$ cat src/rtl/pm_event_block.sv
module pm_event_block #(
  parameter int CNT_W      = 32,
  parameter int TMR_OUT_W  = 24,
  parameter int WRAP_SHIFT = 23
) (
  input  logic        clk,
  input  logic        rst_n,
  input  logic [7:0]  reg_off,
  input  logic        wr_stb,
  input  logic        rd_stb,
  input  logic        acc32,
  input  logic [15:0] wdata,
  output logic [31:0] rdata,
  input  logic        tick_en,
  input  logic        pwrbtn_evt,
  input  logic        apm_stb,
  input  logic [7:0]  apm_cmd,
  input  logic        smi_allow,
  output logic        sci,
  output logic        smi_pulse,
  output logic        shutdown_req,
  output logic        reset_req,
  output logic        s3_ind
);
  localparam logic [CNT_W-1:0] STEP     = {{(CNT_W-1){1'b0}}, 1'b1} << WRAP_SHIFT;
  localparam logic [CNT_W-1:0] LOW_MASK = STEP - 1'b1;
  localparam logic [15:0]      SCI_SRC  = 16'h0521;
  localparam logic [15:0]      WAKE_SET = 16'h8100;
  localparam int               PWR_BIT  = 8;
  localparam int               GO_BIT   = 13;

  logic [CNT_W-1:0] cnt, ovf;
  logic [15:0] status_q, en_q, ctl_q, status_d, ctl_d, st_live, st_clr, st_set;
  logic [5:0]  off;
  logic        wr16, wr_st, wr_en, wr_ctl, slp_go, tmr_hit, rearm;
  logic [2:0]  slp_typ;
  logic        unused_hi;

  assign unused_hi = ^reg_off[7:6];
  assign off       = reg_off[5:0];
  assign wr16      = wr_stb & ~acc32;
  assign wr_st     = wr16 && off == 6'h00;
  assign wr_en     = wr16 && off == 6'h02;
  assign wr_ctl    = wr16 && off == 6'h04;
  assign slp_go    = wr_ctl & wdata[GO_BIT];
  assign slp_typ   = wdata[12:10];

  assign tmr_hit   = cnt >= ovf;
  assign st_live   = status_q | {15'b0, tmr_hit};
  assign rearm     = wr_st & wdata[0] & st_live[0];
  assign st_clr    = wr_st ? wdata : 16'h0;
  assign st_set    = ((pwrbtn_evt & en_q[PWR_BIT]) ? 16'h0100 : 16'h0) |
                     ((slp_go && slp_typ == 3'd1) ? WAKE_SET : 16'h0);
  assign status_d  = (st_live & ~st_clr) | st_set;

  assign sci = |(status_q & en_q & SCI_SRC);

  always_comb begin
    ctl_d = ctl_q;
    if (wr_ctl) begin
      ctl_d         = wdata;
      ctl_d[GO_BIT] = 1'b0;
    end
    if (apm_stb && apm_cmd == 8'hF1) ctl_d[0] = 1'b1;
    else if (apm_stb && apm_cmd == 8'hF0) ctl_d[0] = 1'b0;
  end

  always_ff @(posedge clk) begin
    if (!rst_n) begin
      cnt          <= '0;
      ovf          <= STEP;
      status_q     <= '0;
      en_q         <= '0;
      ctl_q        <= '0;
      shutdown_req <= 1'b0;
      reset_req    <= 1'b0;
      s3_ind       <= 1'b0;
      smi_pulse    <= 1'b0;
    end else begin
      if (tick_en) cnt <= cnt + 1'b1;
      if (rearm)   ovf <= (cnt + STEP) & ~LOW_MASK;
      status_q     <= status_d;
      if (wr_en) en_q <= wdata;
      ctl_q        <= ctl_d;
      shutdown_req <= slp_go && slp_typ == 3'd0;
      reset_req    <= slp_go && slp_typ == 3'd1;
      s3_ind       <= s3_ind | (slp_go && slp_typ == 3'd1);
      smi_pulse    <= apm_stb & smi_allow;
    end
  end

  always_ff @(posedge clk) begin
    if (!rst_n) begin
      rdata <= '0;
    end else if (rd_stb) begin
      if (acc32) begin
        rdata <= (off == 6'h08) ? {{(32-TMR_OUT_W){1'b0}}, cnt[TMR_OUT_W-1:0]} : 32'h0;
      end else begin
        case (off)
          6'h00:   rdata <= {16'h0, st_live};
          6'h02:   rdata <= {16'h0, en_q};
          6'h04:   rdata <= {16'h0, ctl_q};
          default: rdata <= 32'h0;
        endcase
      end
    end
  end
endmodule

$ cat config.mk
export PLATFORM = sky130hd
export DESIGN_NAME = pm_event_block
export DESIGN_NICKNAME = d
export VERILOG_FILES = /design/src/rtl/pm_event_block.sv
export SDC_FILE = /design/constraint.sdc
export NUM_CORES = 1
export LEC_CHECK = 0
export ABC_AREA = 1
export BUFFER_PORTS_ARGS = -buffer_cell sky130_fd_sc_hd__buf_2
export CAP_MARGIN = 20
export CORE_MARGIN = 1.5
export CORE_UTILIZATION = 62
export CTS_BUF_LIST = sky130_fd_sc_hd__clkbuf_16
export CTS_CLUSTER_SIZE = 25
export DETAILED_ROUTE_END_ITERATION = 10
export PLACE_DENSITY = 0.89
export SLEW_MARGIN = 5
export SYNTH_ARGS = -nofsm -noshare
export SYNTH_HDL_FRONTEND = slang
export SYNTH_SLANG_ARGS = --single-unit
$ cat constraint.sdc
create_clock -name clk -period 4.7 [get_ports clk]
set_input_delay 0.94 -clock clk [delete_from_list [all_inputs] [get_ports clk]]
set_output_delay 0.94 -clock clk [all_outputs]
set_load 0.01 [all_outputs]
Word-level counts from Yosys, hierarchy flattened
Cells that the tools add are included.

storage, ports and cells
  RAM bits = 0
  input bits = 41
  output and inout port bits = 37
  bits in latches = 0
  bits in registers = 124
  bits in read-only memories = 0
  memories = 0
  word-level logic and storage cells = 54

operators by class
  multiplexer cells = 9
  $lt $le $gt $ge = 1
  multipliers = 0
  div/mod/pow operators = 0
  eq/ne operators = 6
  shifts and indexed selects = 0
  reductions and logical operators = 11
  bitwise operators = 14
  add/subtract/negate cells = 2

operators with widths
  kind                      number
  $mux W24                  2
  $pmux W16 S3              1
  $add A32 B1 Y32 const B   1
  $add A32 B24 Y32 const B  1
  $ge A32 B32 Y1            1
  $mux W16                  2
  $and A16 B16 Y16          1
  $eq A8 B8 Y1 const B      2
  $not A16 Y16              1
  $or A16 B1 Y16            1
  $or A16 B16 Y16           1
  $or A9 B16 Y16            1
  $and A11 B11 Y11          1
  $mux W9                   1
  $logic_and A1 B1 Y1       7
  $and A1 B1 Y1             6
  $eq A6 B2 Y1 const B      1
  $eq A6 B3 Y1 const B      1
  $eq A6 B4 Y1 const B      1
  $logic_not A6 Y1          1
  $reduce_or A4 Y1          1
  $eq A3 B1 Y1 const B      1
  $logic_not A3 Y1          1
  $mux W1                   3
  3 further kinds           3

Longest topological paths before layout
Gate-level depths: netlist of run 1.

  depth in word-level cells = 8
  gate-level depth with buffers = 13
  gate-level depth less buffers = 13

Worst setup path before layout of run 1
OpenSTA, ideal clock, no wires.

  path kind = input to register
  from = input reg_off[5]
  to = register ovf[31]
  path buffers = 0
  arrival = 1919 ps
  required time = 4587 ps
  slack = 2668 ps
  setup time = 113 ps
  stages on the path = 10
  cells stage by stage = nor2_2 nand3_2 inv_1 nand2_1 nor2_2 nand2_2 inv_2 nand2_1 nand2_1 nor2_1

between the ends
  cells in the longest elaborated chain, start to end = 4

ends and longest elaborated chain
  item                        line  RTL
  from (decl)                 8     input logic [7:0] reg_off,
  $logic_not A6 Y1            42    assign wr_st = wr16 && off == 6'h00;
  $logic_and A1 B1 Y1         42
  $and A1 B1 Y1 (2 in a row)  50    assign rearm = wr_st & wdata[0] & st_live[0];
  to (signal assigned)        81    if (rearm) ovf <= (cnt + STEP) & ~LOW_MASK;
  to (decl)                   32    logic [CNT_W-1:0] cnt, ovf;

Every way passes these cells.
A chain may end at the register's enable or synchronous reset.

Worst setup path after layout of run 1
  from = input reg_off[5]
  to = register ctl_q[1]

between the ends
  cells in the longest elaborated chain, start to end = 2

ends and longest elaborated chain
  item                  line  RTL
  $eq A6 B3 Y1          44    assign wr_ctl = wr16 && off == 6'h04;
  $logic_and A1 B1 Y1   44
  to (signal assigned)  84    ctl_q <= ctl_d;
  to (decl)             33    logic [15:0] status_q, en_q, ctl_q, status_d, ctl_d, st_live, st_clr, st_set;

Every way passes these cells.

==> results of run 1 <==
routing by layer:
metal | part of all wire | GRT usage | vias up | wire length, µm
met3 | 0.066 | 0.0673 | 58 | 1000
li1 | - | - | 2648 | -
met4 | 0.043 | 0.185 | 0 | 659
met5 | 0 | 0 | - | 0
met2 | 0.50 | 0.570 | 284 | 7650
met1 | 0.39 | 0.371 | 2553 | 5920
through the flow:
stage	worst slack (ps)	hold WS, ps	total power [W]	area (µm²)
detailed placement	1780	423	0.00113	5940
global placement	1820	420	0.00113	5940
floorplan	2670	412	0.00109	5640
global route	1950	465	0.00252	6560
finish	2110	431	0.00246	6560
CTS	2140	434	0.00246	6560
kinds of logic (layout without fill, tap and decap cells):
kind of cell,Yosys count,after routing,synth area share
AO/OA/AOI/OAI,193,193,0.191
XOR/XNOR,11,11,0.0172
adder cells (fa/ha/maj),12,12,0.0268
buffers and inverters,151,214,0.109
flip-flops,116,116,0.414
other,1,8,0.000668
AND/OR/NAND/NOR,287,287,0.242
layout make-up:
class                           instances  area [µm²]  area share
Clock buffer                           17         425      0.0649
Clock inverter                         15         190      0.0290
Inverter                              112         422      0.0643
Multi-Input combinational cell        511        2700       0.412
Sequential cell                       116        2320       0.354
Tap cell                              108         135      0.0206
Timing Repair Buffer                   70         358      0.0546
worst max-delay path, cell delays in order:
cell and delay, ps:
buf_2 100, nor2_2 220, nand3_2 400, nor2_2 590
inv_2 300, o21ai_0 250, a21oi_1 60
synthesized netlist by cell type, types with 8 or more instances:
cell,n
dfxtp_1,116
nand2_1,105
inv_1,103
nor2_1,92
a21oi_1,85
o21ai_0,62
nor3_1,30
nand3_1,19
clkbuf_1,18
a211oi_1,14
ha_1,12
xor2_1,11
buf_4,9
o221ai_1,9
buf_2,8
nand4_1,8
sequential cells by signal, summed over array words and instances, names as in the netlist:
signal / count
cnt: 32
rdata: 24
en_q: 16
status_q: 16
ctl_q: 15
ovf: 9
reset_req: 1
s3_ind: 1
shutdown_req: 1
smi_pulse: 1
how the worst max path moves through the flow:
stage	start	endpoint	slack, ps
2_1_floorplan	reg_off[5]	ovf[31]$_SDFFE_PN0P_	2670
3_3_place_gp	acc32	ctl_q[2]$_SDFFE_PN0P_	1820
3_5_place_dp	reg_off[5]	ctl_q[9]$_SDFFE_PN0P_	1780
4_1_cts	reg_off[5]	ctl_q[1]$_SDFFE_PN0P_	2140
5_1_grt	reg_off[5]	ctl_q[2]$_SDFFE_PN0P_	1950
6_report	reg_off[5]	ctl_q[1]$_SDFFE_PN0P_	2110
report_power, final:
group / switching, W / leakage, nW / internal [W] / total [W]
clock: 0.000465 / 0.292 / 0.000879 / 0.00134
combinational: 0.0000746 / 1.41 / 0.0000352 / 0.000110
sequential: 0.00000845 / 0.939 / 0.000997 / 0.00101
total: 0.000548 / 2.64 / 0.00191 / 0.00246
==> flow_metrics.env, run 1 <==
export IMPL_ant_nets=0
export IMPL_timing_fmax_ghz=0.386
export IMPL_hp_class="reg -> reg"
export IMPL_ios=78
export IMPL_finClkSkew_ps=6.49
export IMPL_r2r_end="ovf[31]$_SDFFE_PN0P_"
export IMPL_post_route_util=0.748
export IMPL_crit_fanout=20
export IMPL_min_to="status_q[7]$_SDFF_PN0_"
export IMPL_synthToLayoutAreaGrowth_pct=16.8
export IMPL_drc=0
export IMPL_fin_nets=881
export IMPL_postCtsSetupBuffers=0
export IMPL_reg2regPathDepth=13
export IMPL_synth_async_reset_ratio=0
export IMPL_grt_max_degree=75
export IMPL_antenna_found_initial=0
export IMPL_critPathLaunchType="primary input"
export IMPL_num_rows=34
export IMPL_hp_start="status_q[7]$_SDFF_PN0_"
export IMPL_critPathRequiredTime_ps=4990
export IMPL_synth_area_mm2=0.00561
export IMPL_dp_cells=917
export IMPL_die_area_mm2=0.00963
export IMPL_rrSetupSlack_ps=2730
export IMPL_max_cap_violations=0
export IMPL_yosysTopAreaCellShare=0.414
export IMPL_grt_overflow=0
export IMPL_grt_setup_unrepaired="false"
export IMPL_hold_violations=0
export IMPL_yosysTopAreaCell="dfxtp_1"
export IMPL_die_h_um=98.1
export IMPL_drt_pass1_iter_count=7
export IMPL_grt_pass1_wl_mm=25.3
export IMPL_die_x_um=98.1
export IMPL_hpwl_mm=9.91
export IMPL_root_buffer="clkbuf_16"
export IMPL_fin_crit_sh=0.551
export IMPL_powerDensity_mw_per_mm2=375
export IMPL_htreeDepth=4
export IMPL_cp_end_kind="register"
export IMPL_cts_hold_buf=0
export IMPL_synth_cells=771
export IMPL_drive_above_1_share=0.164
export IMPL_port_buffers=67
export IMPL_worst_pin_slew_ps=968
export IMPL_track_usage=0.327
export IMPL_cts_buffers=17
export IMPL_stdcell_count=949
export IMPL_gp_congestion=0.875
export IMPL_clk_latency_ps=420
export IMPL_synth_cell_types=40
export IMPL_ys_flop_type="dfxtp_1"
export IMPL_routed_wl_mm=15.2
export IMPL_cts_sinks=116
export IMPL_ys_seq_area_frac=0.414
export IMPL_r2r_start="cnt[23]$_SDFFE_PN0P_"
export IMPL_ys_warn_count=0
export IMPL_power_leakage_nw=2.64
export IMPL_slew_headroom=0.354
export IMPL_via_per_inst=5.84
export IMPL_diodes=0
export IMPL_drt_iter0_markers=375
export IMPL_fillCellCount=627
export IMPL_arrival_ps=2880
export IMPL_tns_ps=0
export IMPL_setup_viol=0
export IMPL_synth_seq_cells=116
export IMPL_num_vias=5543
export IMPL_wl_per_cell_um=16.1
export IMPL_final_cell_mix="dfxtp_1, nand2_1, inv_1, nor2_1, a21oi_1"
export IMPL_holdPathStages=2
export IMPL_synth_edff_count=0
export IMPL_run_status="finished, final reports clean"
export IMPL_irDropWorstVdd_uv=323
export IMPL_start_util=0.640
export IMPL_min_period_ps=2590
export IMPL_cts_resized=0
export IMPL_crit_type="in -> reg"
export IMPL_cts_buffer_depth=2
export IMPL_report_final_slew_viol_count=0
export IMPL_final_common_cell="dfxtp_1"
export IMPL_clk_pin_slew_worst_paths_ps=50
export IMPL_syn_avg_cell_area_um2=7.28
export IMPL_grt_pass1_vias=5409
export IMPL_yosys_top_cells_area="dfxtp_1, a21oi_1, nand2_1"
export IMPL_cts_tree="yes"
export IMPL_fp_coreArea_mm2=0.00876
(Power assumes the default switching activity.)
==> run 2: changes to the inputs <==
--- a/config.mk
+++ b/config.mk
@@ -5,15 +5,15 @@
 export SDC_FILE = /design/constraint.sdc
 export NUM_CORES = 1
 export LEC_CHECK = 0
-export ABC_AREA = 1
+export ABC_AREA = 0
 export BUFFER_PORTS_ARGS = -buffer_cell sky130_fd_sc_hd__buf_2
 export CAP_MARGIN = 20
 export CORE_MARGIN = 1.5
-export CORE_UTILIZATION = 62
+export CORE_UTILIZATION = 57
 export CTS_BUF_LIST = sky130_fd_sc_hd__clkbuf_16
 export CTS_CLUSTER_SIZE = 25
 export DETAILED_ROUTE_END_ITERATION = 10
-export PLACE_DENSITY = 0.89
+export PLACE_DENSITY = 0.84
 export SLEW_MARGIN = 5
 export SYNTH_ARGS = -nofsm -noshare
 export SYNTH_HDL_FRONTEND = slang
==> constraint.sdc (replaced) <==
create_clock -name clk -period 2.4 [get_ports clk]
set_input_delay 0.48 -clock clk [delete_from_list [all_inputs] [get_ports clk]]
set_output_delay 0.48 -clock clk [all_outputs]
set_load 0.01 [all_outputs]
==> run 2 against run 1 <==
Effect of this change:
- synthesized cell count decreased by 14%
- via count fell by 7.6%
- combinational power is 85% higher
==> flow_metrics.env, run 2 <==
export IMPL_routed_wl_mm=14.2
export IMPL_fin_crit_sh=0.940
export IMPL_hpwl_mm=9.33
export IMPL_grt_overflow=0
export IMPL_drc=0
export IMPL_drive_above_1_share=0.181
export IMPL_final_cell_mix="dfxtp_1, nand2_1, a21oi_1, nand3_1, buf_2"
export IMPL_root_buffer="clkbuf_16"
export IMPL_post_synth_top_count_cell="dfxtp_1"
export IMPL_crit_fanout=5
export IMPL_grt_pass1_vias=4932
export IMPL_min_period_ps=2260
export IMPL_ys_warn_count=0
export IMPL_syn_avg_cell_area_um2=8.04
export IMPL_critPathLaunchType="register"
export IMPL_reg_top3="cnt x32, rdata x24"
export IMPL_die_x_um=99.7
export IMPL_crit_type="reg -> reg"
export IMPL_num_vias=5124
export IMPL_gp_congestion=0.882
export IMPL_antenna_found_initial=0
export IMPL_synth_cell_types=44
export IMPL_setup_viol=0
export IMPL_final_common_cell="dfxtp_1"
export IMPL_arrival_ps=2540
export IMPL_port_buffers=67
export IMPL_die_area_mm2=0.00994
export IMPL_grt_setup_unrepaired="false"
export IMPL_cts_buffers=17
export IMPL_ff_latch_area_mm2=0.00232
export IMPL_worst_pin_slew_ps=556
export IMPL_cts_sinks=116
export IMPL_clk_latency_ps=410
export IMPL_die_h_um=99.7
export IMPL_timing_fmax_ghz=0.443
export IMPL_synth_area_mm2=0.00533
export IMPL_grt_pass1_wl_mm=23.1
export IMPL_powerDensity_mw_per_mm2=773
export IMPL_largest_register="cnt"
export IMPL_tns_ps=0
export IMPL_largest_reg_flops=32
export IMPL_finClkSkew_ps=10.6
export IMPL_track_usage=0.295
export IMPL_grt_max_degree=51
export IMPL_hold_violations=0
export IMPL_clk_pin_slew_worst_paths_ps=60
export IMPL_fin_nets=785
export IMPL_fp_coreArea_mm2=0.00915
export IMPL_fillCellCount=694
export IMPL_hp_class="in -> reg"
export IMPL_synth_async_reset_ratio=0
export IMPL_yosysTopAreaCellShare=0.436
export IMPL_synth_cells=663
export IMPL_cp_end_kind="register"
export IMPL_ios=78
export IMPL_multiInputGateArea_mm2=0.00274
export IMPL_cts_hold_buf=0
export IMPL_synthToLayoutAreaGrowth_pct=21.9
export IMPL_drt_pass1_iter_count=5
export IMPL_synth_edff_count=0
export IMPL_run_status="finished, final reports clean"
export IMPL_diodes=0
export IMPL_fin_total_pwr_w=0.00502
export IMPL_slew_headroom=0.629
export IMPL_yosysTopAreaCell="dfxtp_1"
export IMPL_synth_seq_cells=116
export IMPL_report_final_slew_viol_count=0
export IMPL_ys_seq_area_frac=0.436
export IMPL_drt_iter0_markers=411
export IMPL_num_rows=35
export IMPL_ant_nets=0
export IMPL_via_per_inst=5.99
export IMPL_cts_buffer_depth=2
export IMPL_yosys_top_cells_area="dfxtp_1, a21oi_1, nand2_1"
export IMPL_synth_common_cells="dfxtp_1, nand2_1, a21oi_1"
export IMPL_irDropWorstVdd_uv=500
export IMPL_wl_per_cell_um=16.6
export IMPL_cts_tree="yes"
export IMPL_critPathRequiredTime_ps=2680
export IMPL_max_cap_violations=0
export IMPL_power_leakage_nw=2.51
export IMPL_start_util=0.583
export IMPL_ys_flop_type="dfxtp_1"
export IMPL_htreeDepth=4
run 2: worst paths after layout:
| check | startpoint | endpoint | slack (ps) | cells past startpoint |
|---|---|---|---|---|
| worst min register to register | status_q[11]$_SDFF_PN0_ | status_q[11]$_SDFF_PN0_ | 430 | 2 |
| worst max-delay path | cnt[7]$_SDFFE_PN0P_ | ovf[24]$_SDFFE_PN0P_ | 140 | 5 |
| worst max register to register | cnt[7]$_SDFFE_PN0P_ | ovf[24]$_SDFFE_PN0P_ | 140 | 5 |
| worst min-delay path | wdata[3] | status_q[3]$_SDFF_PN0_ | 250 | 2 |
run 2: through the flow:
step | utilization | area (µm²) | hold WS (ps) | setup WS, ps | instances
after floorplan | - | 5360 | 412 | 257 | 670
after global placement | 0.637 | 5830 | 420 | 251 | 824
after detailed placement | 0.637 | 5830 | 422 | 150 | 824
after CTS | 0.709 | 6490 | 255 | 132 | 856
after global routing | 0.710 | 6500 | 269 | 37.8 | 856
final | 0.710 | 6500 | 255 | 144 | 856
run 2: logic make-up after synthesis:
group | count (synthesis) | share of synthesized area
xor+xnor | 29 | 0.0476
fa+ha+maj | 12 | 0.0282
simple gates | 276 | 0.259
other cells | 1 | 0.000703
buf+inv | 70 | 0.0561
flops | 116 | 0.436
mux | 2 | 0.00376
compound gates | 157 | 0.169
run 2: power breakdown:
part,leakage (nW),switching [W],internal (W)
Combinational,1.26,0.000135,0.0000693
Sequential,0.937,0.0000126,0.00195
Clock,0.314,0.000922,0.00194
Total,2.51,0.00107,0.00395
run 2: layer usage:
layer	vias up	wire length [µm]	track usage	share of wire
li1	2461	-	-	-
met1	2370	5720	0.359	0.40
met2	254	7000	0.493	0.49
met3	39	1120	0.0696	0.079
met4	0	352	0.137	0.025
met5	-	0	0	0
run 2: worst max-delay path, cell delays in order, from the launching register on:
cell and delay [ps]:
dfxtp_1 360, or4_1 580, nor4_1 330, a211oi_2 170
and4_1 210, or4_1 490
run 2: area by class of cell:
class / instances / area share
clock inverter: 15 / 0.0364
clock buffer: 17 / 0.0655
multi-input combinational: 484 / 0.422
inverter: 16 / 0.00924
sequential: 116 / 0.357
timing repair buffer: 97 / 0.0882
tap: 111 / 0.0214
run 2: repair_timing:
action                                  4_1_cts  5_1_grt
resized for setup                             0        1
buffers inserted                              0        0
endpoints found under the setup margin        0        1
